$ cat src/rtl/sburst_sram.sv
module sburst_sram #(
  parameter int AW     = 6,
  parameter int LANES  = 2,
  parameter int LANE_W = 9
) (
  input  logic                      clk,
  input  logic                      rst_n,
  input  logic                      zz,
  input  logic                      ce_n,
  input  logic                      ce2,
  input  logic                      ce2_n,
  input  logic                      adsp_n,
  input  logic                      adsc_n,
  input  logic                      adv_n,
  input  logic                      gw_n,
  input  logic                      bwe_n,
  input  logic [LANES-1:0]          bw_n,
  input  logic                      oe_n,
  input  logic                      lin_order,
  input  logic [AW-1:0]             addr,
  input  logic [LANES*LANE_W-1:0]   dq_i,
  output logic [LANES*LANE_W-1:0]   dq_o,
  output logic                      dq_oe
);
  localparam int DEPTH = 1 << AW;

  logic            act_q, rd_q, act_d, rd_d, we;
  logic [AW-3:0]   base_q, base_d;
  logic [1:0]      st_q, st_d, cnt_q, cnt_d;
  logic [AW-1:0]   ra, wa;

  wire sel     = !ce_n && ce2 && !ce2_n;
  wire p_start = !adsp_n && !ce_n;
  wire c_start = !p_start && !adsc_n;
  wire start   = p_start || c_start;
  wire is_wr   = !gw_n || (!bwe_n && !(&bw_n));

  function automatic logic [1:0] lo(input logic [1:0] s, input logic [1:0] k, input logic lin);
    return lin ? s + k : s ^ k;
  endfunction

  always_comb begin
    act_d  = act_q;
    rd_d   = rd_q;
    base_d = base_q;
    st_d   = st_q;
    cnt_d  = cnt_q;
    we     = 1'b0;
    if (start) begin
      if (sel) begin
        act_d  = 1'b1;
        base_d = addr[AW-1:2];
        st_d   = addr[1:0];
        cnt_d  = 2'd0;
        rd_d   = p_start || !is_wr;
        we     = c_start && is_wr;
      end else begin
        act_d = 1'b0;
        rd_d  = 1'b0;
      end
    end else if (act_q) begin
      if (!adv_n) cnt_d = cnt_q + 2'd1;
      rd_d = !is_wr;
      we   = is_wr;
    end
  end

  assign ra = {base_q, lo(st_q, cnt_q, lin_order)};
  assign wa = {base_d, lo(st_d, cnt_d, lin_order)};

  always_ff @(posedge clk) begin
    if (!rst_n) begin
      act_q  <= 1'b0;
      rd_q   <= 1'b0;
      base_q <= '0;
      st_q   <= '0;
      cnt_q  <= '0;
    end else if (!zz) begin
      act_q  <= act_d;
      rd_q   <= rd_d;
      base_q <= base_d;
      st_q   <= st_d;
      cnt_q  <= cnt_d;
    end
  end

  for (genvar i = 0; i < LANES; i++) begin : g_lane
    logic [LANE_W-1:0] mem [DEPTH];
    wire lane_en = !gw_n || !bw_n[i];
    always_ff @(posedge clk)
      if (rst_n && !zz && we && lane_en) mem[wa] <= dq_i[i*LANE_W +: LANE_W];
    assign dq_o[i*LANE_W +: LANE_W] = mem[ra];
  end

  assign dq_oe = act_q && rd_q && !oe_n && !zz;


  a_r12_reset_idle: assert property (@(posedge clk) !rst_n |=> !act_q && !dq_oe);

  a_r2_adsp_reads: assert property (@(posedge clk) disable iff (!rst_n)
    (!zz && p_start && sel) |=> (rd_q && act_q));

  a_r5_deselect: assert property (@(posedge clk) disable iff (!rst_n)
    (!zz && start && !sel) |=> (!act_q && !dq_oe));

  a_r8_suspend_hold: assert property (@(posedge clk) disable iff (!rst_n)
    (!zz && !start && act_q && adv_n) |=> ($stable(cnt_q) && $stable(base_q) && $stable(st_q)));

  a_r7_advance: assert property (@(posedge clk) disable iff (!rst_n)
    (!zz && !start && act_q && !adv_n) |=> (cnt_q == 2'($past(cnt_q) + 2'd1)));

  a_r11_snooze_hold: assert property (@(posedge clk) disable iff (!rst_n)
    zz |=> ($stable(cnt_q) && $stable(act_q) && $stable(rd_q) && $stable(base_q)));
endmodule

$ cat config.mk
export PLATFORM = sky130hd
export DESIGN_NAME = sburst_sram
export DESIGN_NICKNAME = d
export VERILOG_FILES = /design/src/rtl/sburst_sram.sv
export SDC_FILE = /design/constraint.sdc
export NUM_CORES = 1
export LEC_CHECK = 0
export BUFFER_PORTS_ARGS = -buffer_cell sky130_fd_sc_hd__buf_2
export CAP_MARGIN = 25
export CELL_PAD_IN_SITES_DETAIL_PLACEMENT = 0
export CELL_PAD_IN_SITES_GLOBAL_PLACEMENT = 1
export CORE_ASPECT_RATIO = 0.6
export CORE_UTILIZATION = 40
export DETAILED_ROUTE_END_ITERATION = 7
export GPL_TIMING_DRIVEN = 0
export PLACE_DENSITY_LB_ADDON = 0.3
export REMOVE_ABC_BUFFERS = 1
export SKIP_CTS_REPAIR_TIMING = 1
export SYNTH_ARGS = -nofsm -noshare
export SYNTH_HDL_FRONTEND = slang
export SYNTH_SLANG_ARGS = --single-unit
$ cat constraint.sdc
create_clock -name clk -period 7.3 [get_ports clk]
set_clock_uncertainty 0.15 [all_clocks]
set_input_delay 1.095 -clock clk [delete_from_list [all_inputs] [get_ports clk]]
set_output_delay 1.095 -clock clk [all_outputs]
set_load 0.1 [all_outputs]
# Word-level counts from Yosys, hierarchy flattened
# Memories as Yosys holds them, arrays and structs flattened.
# Cells that the tools add are included.
[word_totals]
elab_cells = 69
mem_count = 2
out_inout_bits = 19
input_bits = 39
ff_bits = 10
ramBits = 1152
[mem_list]
columns = ["memory", "words", "word_bits", "rd", "rd_clocked_by_memory_dff", "wr", "line", "text"]
rows = [
  ["g_lane[0].mem", 64, 9, 1, 0, 1, "88", "logic [LANE_W-1:0] mem [DEPTH];"],
  ["g_lane[1].mem", 64, 9, 1, 0, 1, "88", ""],
]
[classes]
n_reduce_logical = 35
add_sub_neg = 3
muxes = 21
bitwise_logic = 3
[op_table]
columns = ["cell", "n"]
rows = [
  ["$mux W2", 8],
  ["$logic_and A1 B1 Y1", 13],
  ["$logic_not A1 Y1", 13],
  ["$mux W1", 11],
  ["$mux W4", 2],
  ["$reduce_and A2 Y1", 3],
  ["$logic_or A1 B1 Y1", 5],
  ["$add A2 B2 Y2", 2],
  ["$xor A2 B2 Y2", 2],
  ["$add A2 B1 Y2 const B", 1],
  ["$reduce_bool A2 Y1", 1],
  ["$not A1 Y1", 1],
]

# Depth between registers and ports, before layout
# Gate-level depths: netlist (run 1).
[logic_depth]
ltp_word = 11
depth_mapped = 11
ltp_nobuf = 8

# Worst setup path before layout (run 1)
# No wires, ideal clock.
[synth_timing]
path_type = "input to output"
start = "input lin_order"
end = "output dq_o[14]"
path_slack_ps = 1695
cell_stages = 9
path_buffers = 3
arrival_ps = 4360
required_ps = 6055
cell_sequence = "and2_1 > xnor2_2 > buf_2 > buf_2 > clkbuf_1 > nand2_1 > a21oi_1 > nor2_1 > a32oi_1"
[synth_via]
elab_chain_len = 2
[synth_rtl]
columns = ["item", "line", "text"]
rows = [
  ["from (decl)", "19", "input logic lin_order,"],
  ["$mux W2", "39", "return lin ? s + k : s ^ k;"],
  ["$mem_v2 Z64 W9", "n/a", ""],
  ["to (decl)", "22", "output logic [LANES*LANE_W-1:0] dq_o,"],
]
# No other way between the ends.

# Worst setup path in the final report (run 1)
[layout_timing]
start = "register cnt_q[0]"
end = "output dq_o[10]"
[layout_via]
elab_chain_len = 3
elab_cells_between_ends = 4
cone_classes = "1 x add/sub; 1 x mux; 1 x bitwise; 1 x memory"
[layout_rtl]
columns = ["item", "line", "text"]
rows = [
  ["from (decl)", "29", "logic [1:0] st_q, st_d, cnt_q, cnt_d;"],
  ["from (signal assigned)", "83", "cnt_q <= cnt_d;"],
  ["$add A2 B2 Y2 or $xor A2 B2 Y2 (tied branches)", "39", ""],
  ["$mux W2 *", "39", ""],
  ["$mem_v2 Z64 W9 *", "n/a", ""],
]
# Every way passes the cells marked *; elsewhere a longest branch is shown, timed or not.

==> results.md, run 1 <==
* Status: finished clean
* Die Y at 268 um
* Area share of the largest cell type after synthesis at 73.6%
* CP dominant cell by count: buf_16
* Total power at 13500 uW
* Yosys Warn Count at 0
* Hold Violations, Final at 0
* Design Area, Final at 54200 um^2
* Share of cells above drive strength 1 at 25.0%
* Cell Area, Synth at 47000 um^2
* IO Count at 58
* Clk slew on worst S/H paths at 70 ps
* FMAX at 146 MHz
* CTS Root Cell: clkbuf_16
* Via density at 6.00
* Crit Path Max Fanout at 63
* Nets at 2719
* Routed wire length at 128000 um
* CP peak stage delay at 700 ps
* Async set-reset flop share out of synthesis at 0%
* Worst slew pin tran at 1130 ps
* #FFs+latches synth at 1162
* Vias in the first global route at 25900
* Leak pwr at 0.0164 uW
* Top_reg_cell synth: edfxtp_1
* Max-cap violations at 0
* EDFF count, synth at 1152
* First-pass GRT wire length at 185000 um
* Distinct cell type count after synthesis at 64
* Initial antenna violation count at 4
* GRT Total Usage at 21.7%
* Crit Path Class: flop to primary output
* RSZ-0062 raised after global routing: false
* VDD IR-drop max at 189 uV
* DIE AREA at 119000 um^2
* Crit path buffers/inverters at 5
* CTS buffer count at 101
* Pwr dens at 250 nW/um^2
* Post-synthesis sequential area ratio at 74.0%
* CP max stage cell: ha_4
* TritonCTS clock tree: yes
* Commonest non-fill, non-tap cells in the layout: edfxtp_1, mux4_2, nand2_1
* Worst Path Required at 6050 ps
* Drt pass-1 iters at 6
* Largest area contributor in the netlist: edfxtp_1
* Placed Cells at 4139
* Area of the core at 115000 um^2
* Routability Congestion at 0.793
* Synth area leaders: edfxtp_1, mux4_2, mux2i_1
* Worst hold path startpoint: rd_q
* Critical Path Source Type: flop
* Placed inst area at 50800 um^2
* Critical path endpoint category: primary output
* Crit path max-delay family: buffers and inverters
* Synth-to-Final Area Change at 15.3%
* Slew HR at 24.8%
* Critical Path AT at 5600 ps
* Synthesized area per cell at 18.1 um^2
* Commonest non-fill, non-tap cell in the layout: edfxtp_1
* Min Tclk post-route at 6850 ps
* Post-synthesis cell count at 2594
* Final setup viols at 0
* Largest net degree at the start of global routing at 64
* Worst hold path class: flop to flop
* Initial core utilization at 40.7%
* Port bufs at 57
* Post-route DRC at 0
* Rows at 96
* CTS HTree Levels at 3
* Die Wd at 445 um
* Overflow after GRT at 0
* Cell Count, Final, Fillers Out at 4334
* Antenna Nets Post-Route at 0
* First-iteration detailed-routing DRC count at 3076
* Fin. max-slew vios at 0
* Vias at 26000
* WL/cell at 29.5 um
* Clk Latency, worst-skew pair at 720 ps
* Crit. Startpoint: cnt_q[0]
* Crit-path cells: ha_4 > buf_16 > buf_16 > buf_16 > buf_16 > or3_4 > o21ai_0 > a211oi_1 > o41ai_1 > a32oi_1 > buf_2
* Clock sink count at 1162
* Post-DP HPWL at 83500 um
* Start of the worst register-to-register path: cnt_q[1]
* Clock buffer depth at 3
* Part of the cycle the worst path needs at 93.8%
==> cells by family (layout without fill, tap and decap cells) <==
kind of cell,Yosys count,count (layout),synth area share (%)
fa+ha+maj,2,2,0.0532
simple gates,489,489,5.01
compound gates,408,408,6.31
other cells,0,1,0
buf+inv,202,373,1.96
xor+xnor,9,9,0.256
flops,1162,1162,74.0
mux,322,322,12.4
==> path summary, 6_finish.rpt <==
kind                                       endpoint  slack [ps]  cells after the start
worst max-delay path                       dq_o[10]         450                     11
worst min-delay path                           rd_q         430                      3
worst max register to register  g_lane[0].mem[5][5]        2790                     10
worst min register to register                 rd_q         430                      3
==> cell type report <==
cell class / count / area, um^2
multi-input cells: 1230 / 11900
inverters: 8 / 30.0
flip-flops and latches: 1162 / 34800
clock buffers: 130 / 2700
repair buffers: 175 / 2190
fillers: 9558 / 61200
diodes: 1 / 2.50
clock inverters: 60 / 606
well taps: 1568 / 1960
==> stage by stage <==
stage	util (%)	setup WS [ps]	setup TNS, ps	hold WS [ps]
floorplan	-	-9290	-941510	359
global placement	41.9	-20920	-8753440	383
detailed placement	44.0	528	0	406
CTS	46.9	127	0	423
global route	47.0	195	0	487
finish	47.0	454	0	426
==> sequential cells by signal (all words and copies together), names as in the netlist <==
| name | count |
|---|---|
| g_lane.mem | 1152 |
| base_q | 4 |
| cnt_q | 2 |
| st_q | 2 |
| act_q | 1 |
| rd_q | 1 |
==> synth_stat cells (10+ instances only) <==
| cell type | count |
|---|---|
| edfxtp_1 | 1152 |
| mux4_2 | 206 |
| nand2_1 | 185 |
| nor3_1 | 153 |
| clkbuf_1 | 120 |
| mux2i_1 | 100 |
| o21ai_0 | 58 |
| a21oi_1 | 47 |
| nor2_1 | 39 |
| buf_2 | 38 |
| a221oi_1 | 36 |
| a31oi_1 | 34 |
| o22ai_1 | 32 |
| nand3b_1 | 29 |
| or3_1 | 29 |
| a211oi_1 | 27 |
| o221ai_1 | 26 |
| a31o_2 | 16 |
| mux2_2 | 16 |
| buf_1 | 15 |
| nand3_1 | 14 |
| o211ai_1 | 12 |
| a21o_1 | 11 |
| buf_6 | 11 |
| o31ai_1 | 11 |
| dfxtp_1 | 10 |
| o21a_1 | 10 |
| o21bai_1 | 10 |
| o221a_2 | 10 |
==> routing by layer <==
layer / GRT usage, % / wire, um
met4: 5.04 / 2270
met3: 5.22 / 12300
met1: 33.4 / 58300
met2: 30.7 / 55000
met5: 0 / 0
==> power by group <==
group	switching (uW)	internal (uW)	leakage, uW
clock network	2440	3040	0.00161
registers	6.06	7330	0.0104
logic	492	228	0.00434
total	2940	10600	0.0164
==> worst min-delay path: stages, from the launching register on <==
cell and delay [ps]:
dfxtp_1 330, nand2_1 50, o21ai_0 60, and2_1 110
(Power assumes the default switching activity.)
==> inputs of run 2 (changes only) <==
--- a/config.mk
+++ b/config.mk
@@ -11,9 +11,11 @@
 export CELL_PAD_IN_SITES_GLOBAL_PLACEMENT = 1
 export CORE_ASPECT_RATIO = 0.6
 export CORE_UTILIZATION = 40
+export CTS_CLUSTER_DIAMETER = 50
 export DETAILED_ROUTE_END_ITERATION = 7
 export GPL_TIMING_DRIVEN = 0
 export PLACE_DENSITY_LB_ADDON = 0.3
+export RECOVER_POWER = 25
 export REMOVE_ABC_BUFFERS = 1
 export SKIP_CTS_REPAIR_TIMING = 1
 export SYNTH_ARGS = -nofsm -noshare
==> run 2 against run 1 <==
Compared with the run above:
- the run now ends with capacitance limit, slew limit left
- cell count barely moved
- total power rose by 0.12%
- register-to-register slack barely moved
==> results.md, run 2 (synthesis results as in run 1) <==
* Fin. max-slew vios at 435 (+435)
* Die Y at 268 um (unchanged)
* Routed wire length at 128000 um (about the same)
* Hold Violations, Final at 0 (unchanged)
* CTS buffer count at 102 (+0.99%)
* Post-DP HPWL at 83500 um (unchanged)
* Worst slew pin tran at 2680 ps (+1550 ps)
* Largest net degree at the start of global routing at 64 (unchanged)
* DIE AREA at 119000 um^2 (unchanged)
* Part of the cycle the worst path needs at 93.5% (-0.32 points)
* Max reg flops at 1152 (unchanged)
* Crit Path Class: flop to primary output
* GR Layer Usage met2 at 30.6% (-0.16 points)
* Slew HR at -78.4% (-100 points)
* Failing checks: capacitance limit, slew limit
* Vias in the first global route at 25900 (+0.19%)
* IO Count at 58 (unchanged)
* Port bufs at 57 (unchanged)
* WL/cell at 29.5 um (about the same)
* Vias at 26000 (-0.0077%)
* VDD IR-drop max at 194 uV (+2.9%)
* Initial antenna violation count at 3 (-1)
* Max-cap violations at 9 (+9)
* GRT Total Usage at 21.6% (about the same)
* Via density at 6.00 (about the same)
* Crit path max-delay family: buffers and inverters
* Dpl ws at 528 ps (unchanged)
* Gr busiest metal: met1
* CP max stage cell: a211oi_1
* CTS Root Cell: clkbuf_16
* Overflow after GRT at 0 (unchanged)
* RSZ-0062 raised after global routing: false
* Die Wd at 445 um (unchanged)
* Critical path endpoint category: primary output
* Rows at 96 (unchanged)
* Nets at 2719 (unchanged)
* Util after Layout at 46.8% (-0.13 points)
* Commonest non-fill, non-tap cell in the layout: edfxtp_1
* Crit path buffers/inverters at 6 (+1)
* Biggest regs: g_lane.mem (1152), base_q (4)
* Leak pwr at 0.0163 uW (-0.63%)
* First-pass GRT wire length at 185000 um (about the same)
* Final hold slack at 426 ps (-0.111 ps)
* First-iteration detailed-routing DRC count at 3215 (+4.5%)
* Design Area, Final at 54000 um^2 (-0.27%)
* Clock sink count at 1162 (unchanged)
* Commonest non-fill, non-tap cells in the layout: edfxtp_1, mux4_2, nand2_1
* Critical Path Source Type: flop
* Final setup viols at 0 (unchanged)
* CTS HTree Levels at 3 (unchanged)
* Top reg by flops: g_lane.mem
* Drt pass-1 iters at 5 (-1)
* Placed inst area at 50800 um^2 (unchanged)
* Share of cells above drive strength 1 at 24.2% (-0.71 points)
* # fillers at 9596 (+0.40%)
* Post-route DRC at 0 (unchanged)
* Pwr dens at 251 nW/um^2 (+0.39%)
* Met3 GRT Util at 5.10% (-0.12 points)
* Crit Path Max Fanout at 21 (-67%)
* Antenna Nets Post-Route at 0 (unchanged)
* Min Tclk post-route at 6820 ps (-23.1 ps)
* FMAX at 147 MHz (+0.34%)
* CP dominant cell by count: buf_12
* Worst Path Required at 6050 ps (about the same)
* Critical Path AT at 5580 ps (-20 ps)
* Clk slew on worst S/H paths at 70 ps (about the same)
* Total power at 13600 uW (+0.12%)
* Status: finished, violations left
* Area of the core at 115000 um^2 (unchanged)
* Clock buffer depth at 3 (unchanged)
* Routability Congestion at 0.793 (unchanged)
* Met1 Use GR at 33.6% (+0.15 points)
* Worst hold path class: flop to flop
* Synth-to-Final Area Change at 15.0%
* TritonCTS clock tree: yes
* Crit-path cells: xnor2_4 > buf_12 > xnor2_4 > buf_12 > buf_12 > buf_16 > buf_16 > mux4_2 > o22ai_1 > a211oi_1 > o32a_1 > buf_2
* CP peak stage delay at 890 ps (+190 ps)
* Clk Latency, worst-skew pair at 720 ps (about the same)
* Initial core utilization at 40.7% (unchanged)
* Post-route setup slack at 477 ps (+23.1 ps)
-- run 2: cell types whose count changed in the layout (fill, tap and decap cells not counted), sizes merged --
| cell | before | now |
|---|---|---|
| buf | 174 | 148 |
| clkbuf | 131 | 155 |
| clkinv | 41 | 39 |
| inv | 11 | 13 |
-- run 2: metrics by stage --
stage	setup TNS (ps)	std cells
finish	0	4332
global route	0	4332
CTS	0	4328
detailed placement	0	4139
global placement	-8753440	4025
floorplan	-941510	2400
-- run 2: layout make-up --
class,count,area [um^2],share of cell area [%]
diodes,1,2.50,0.00463
inverters,8,30.0,0.0556
flip-flops and latches,1162,34800,64.4
multi-input cells,1230,11900,22.0
repair buffers,174,2030,3.75
well taps,1568,1960,3.63
clock inverters,60,622,1.15
clock buffers,129,2700,4.99
-- run 2: worst paths after layout --
path	from	endpoint	slack [ps]	cells after the start
setup / recovery	cnt_q[1]	dq_o[0]	480	12
hold / removal	rd_q	rd_q	430	3
setup reg to reg	cnt_q[1]	g_lane[0].mem[5][5]	2790	10
hold reg to reg	rd_q	rd_q	430	3
-- run 2: power breakdown --
part	total, uW	switching (uW)	internal [uW]
clock	5500	2460	3050
sequential	7340	6.07	7330
combinational	709	491	218
-- run 2: metal layers --
metal / vias up / routed length (um)
met5: - / 0
met4: 0 / 2460
met3: 155 / 12000
met2: 1130 / 54700
met1: 13800 / 58800
li1: 10900 / -
-- run 2: worst register-to-register path, stage by stage, from the launching register on --
cell and delay, ps:
dfxtp_1 590, xor2_4 640, xnor2_1 150, mux2i_1 500
xnor2_2 410, buf_8 280, buf_8 180, buf_8 180
buf_16 170, nor3_1 620, buf_2 330
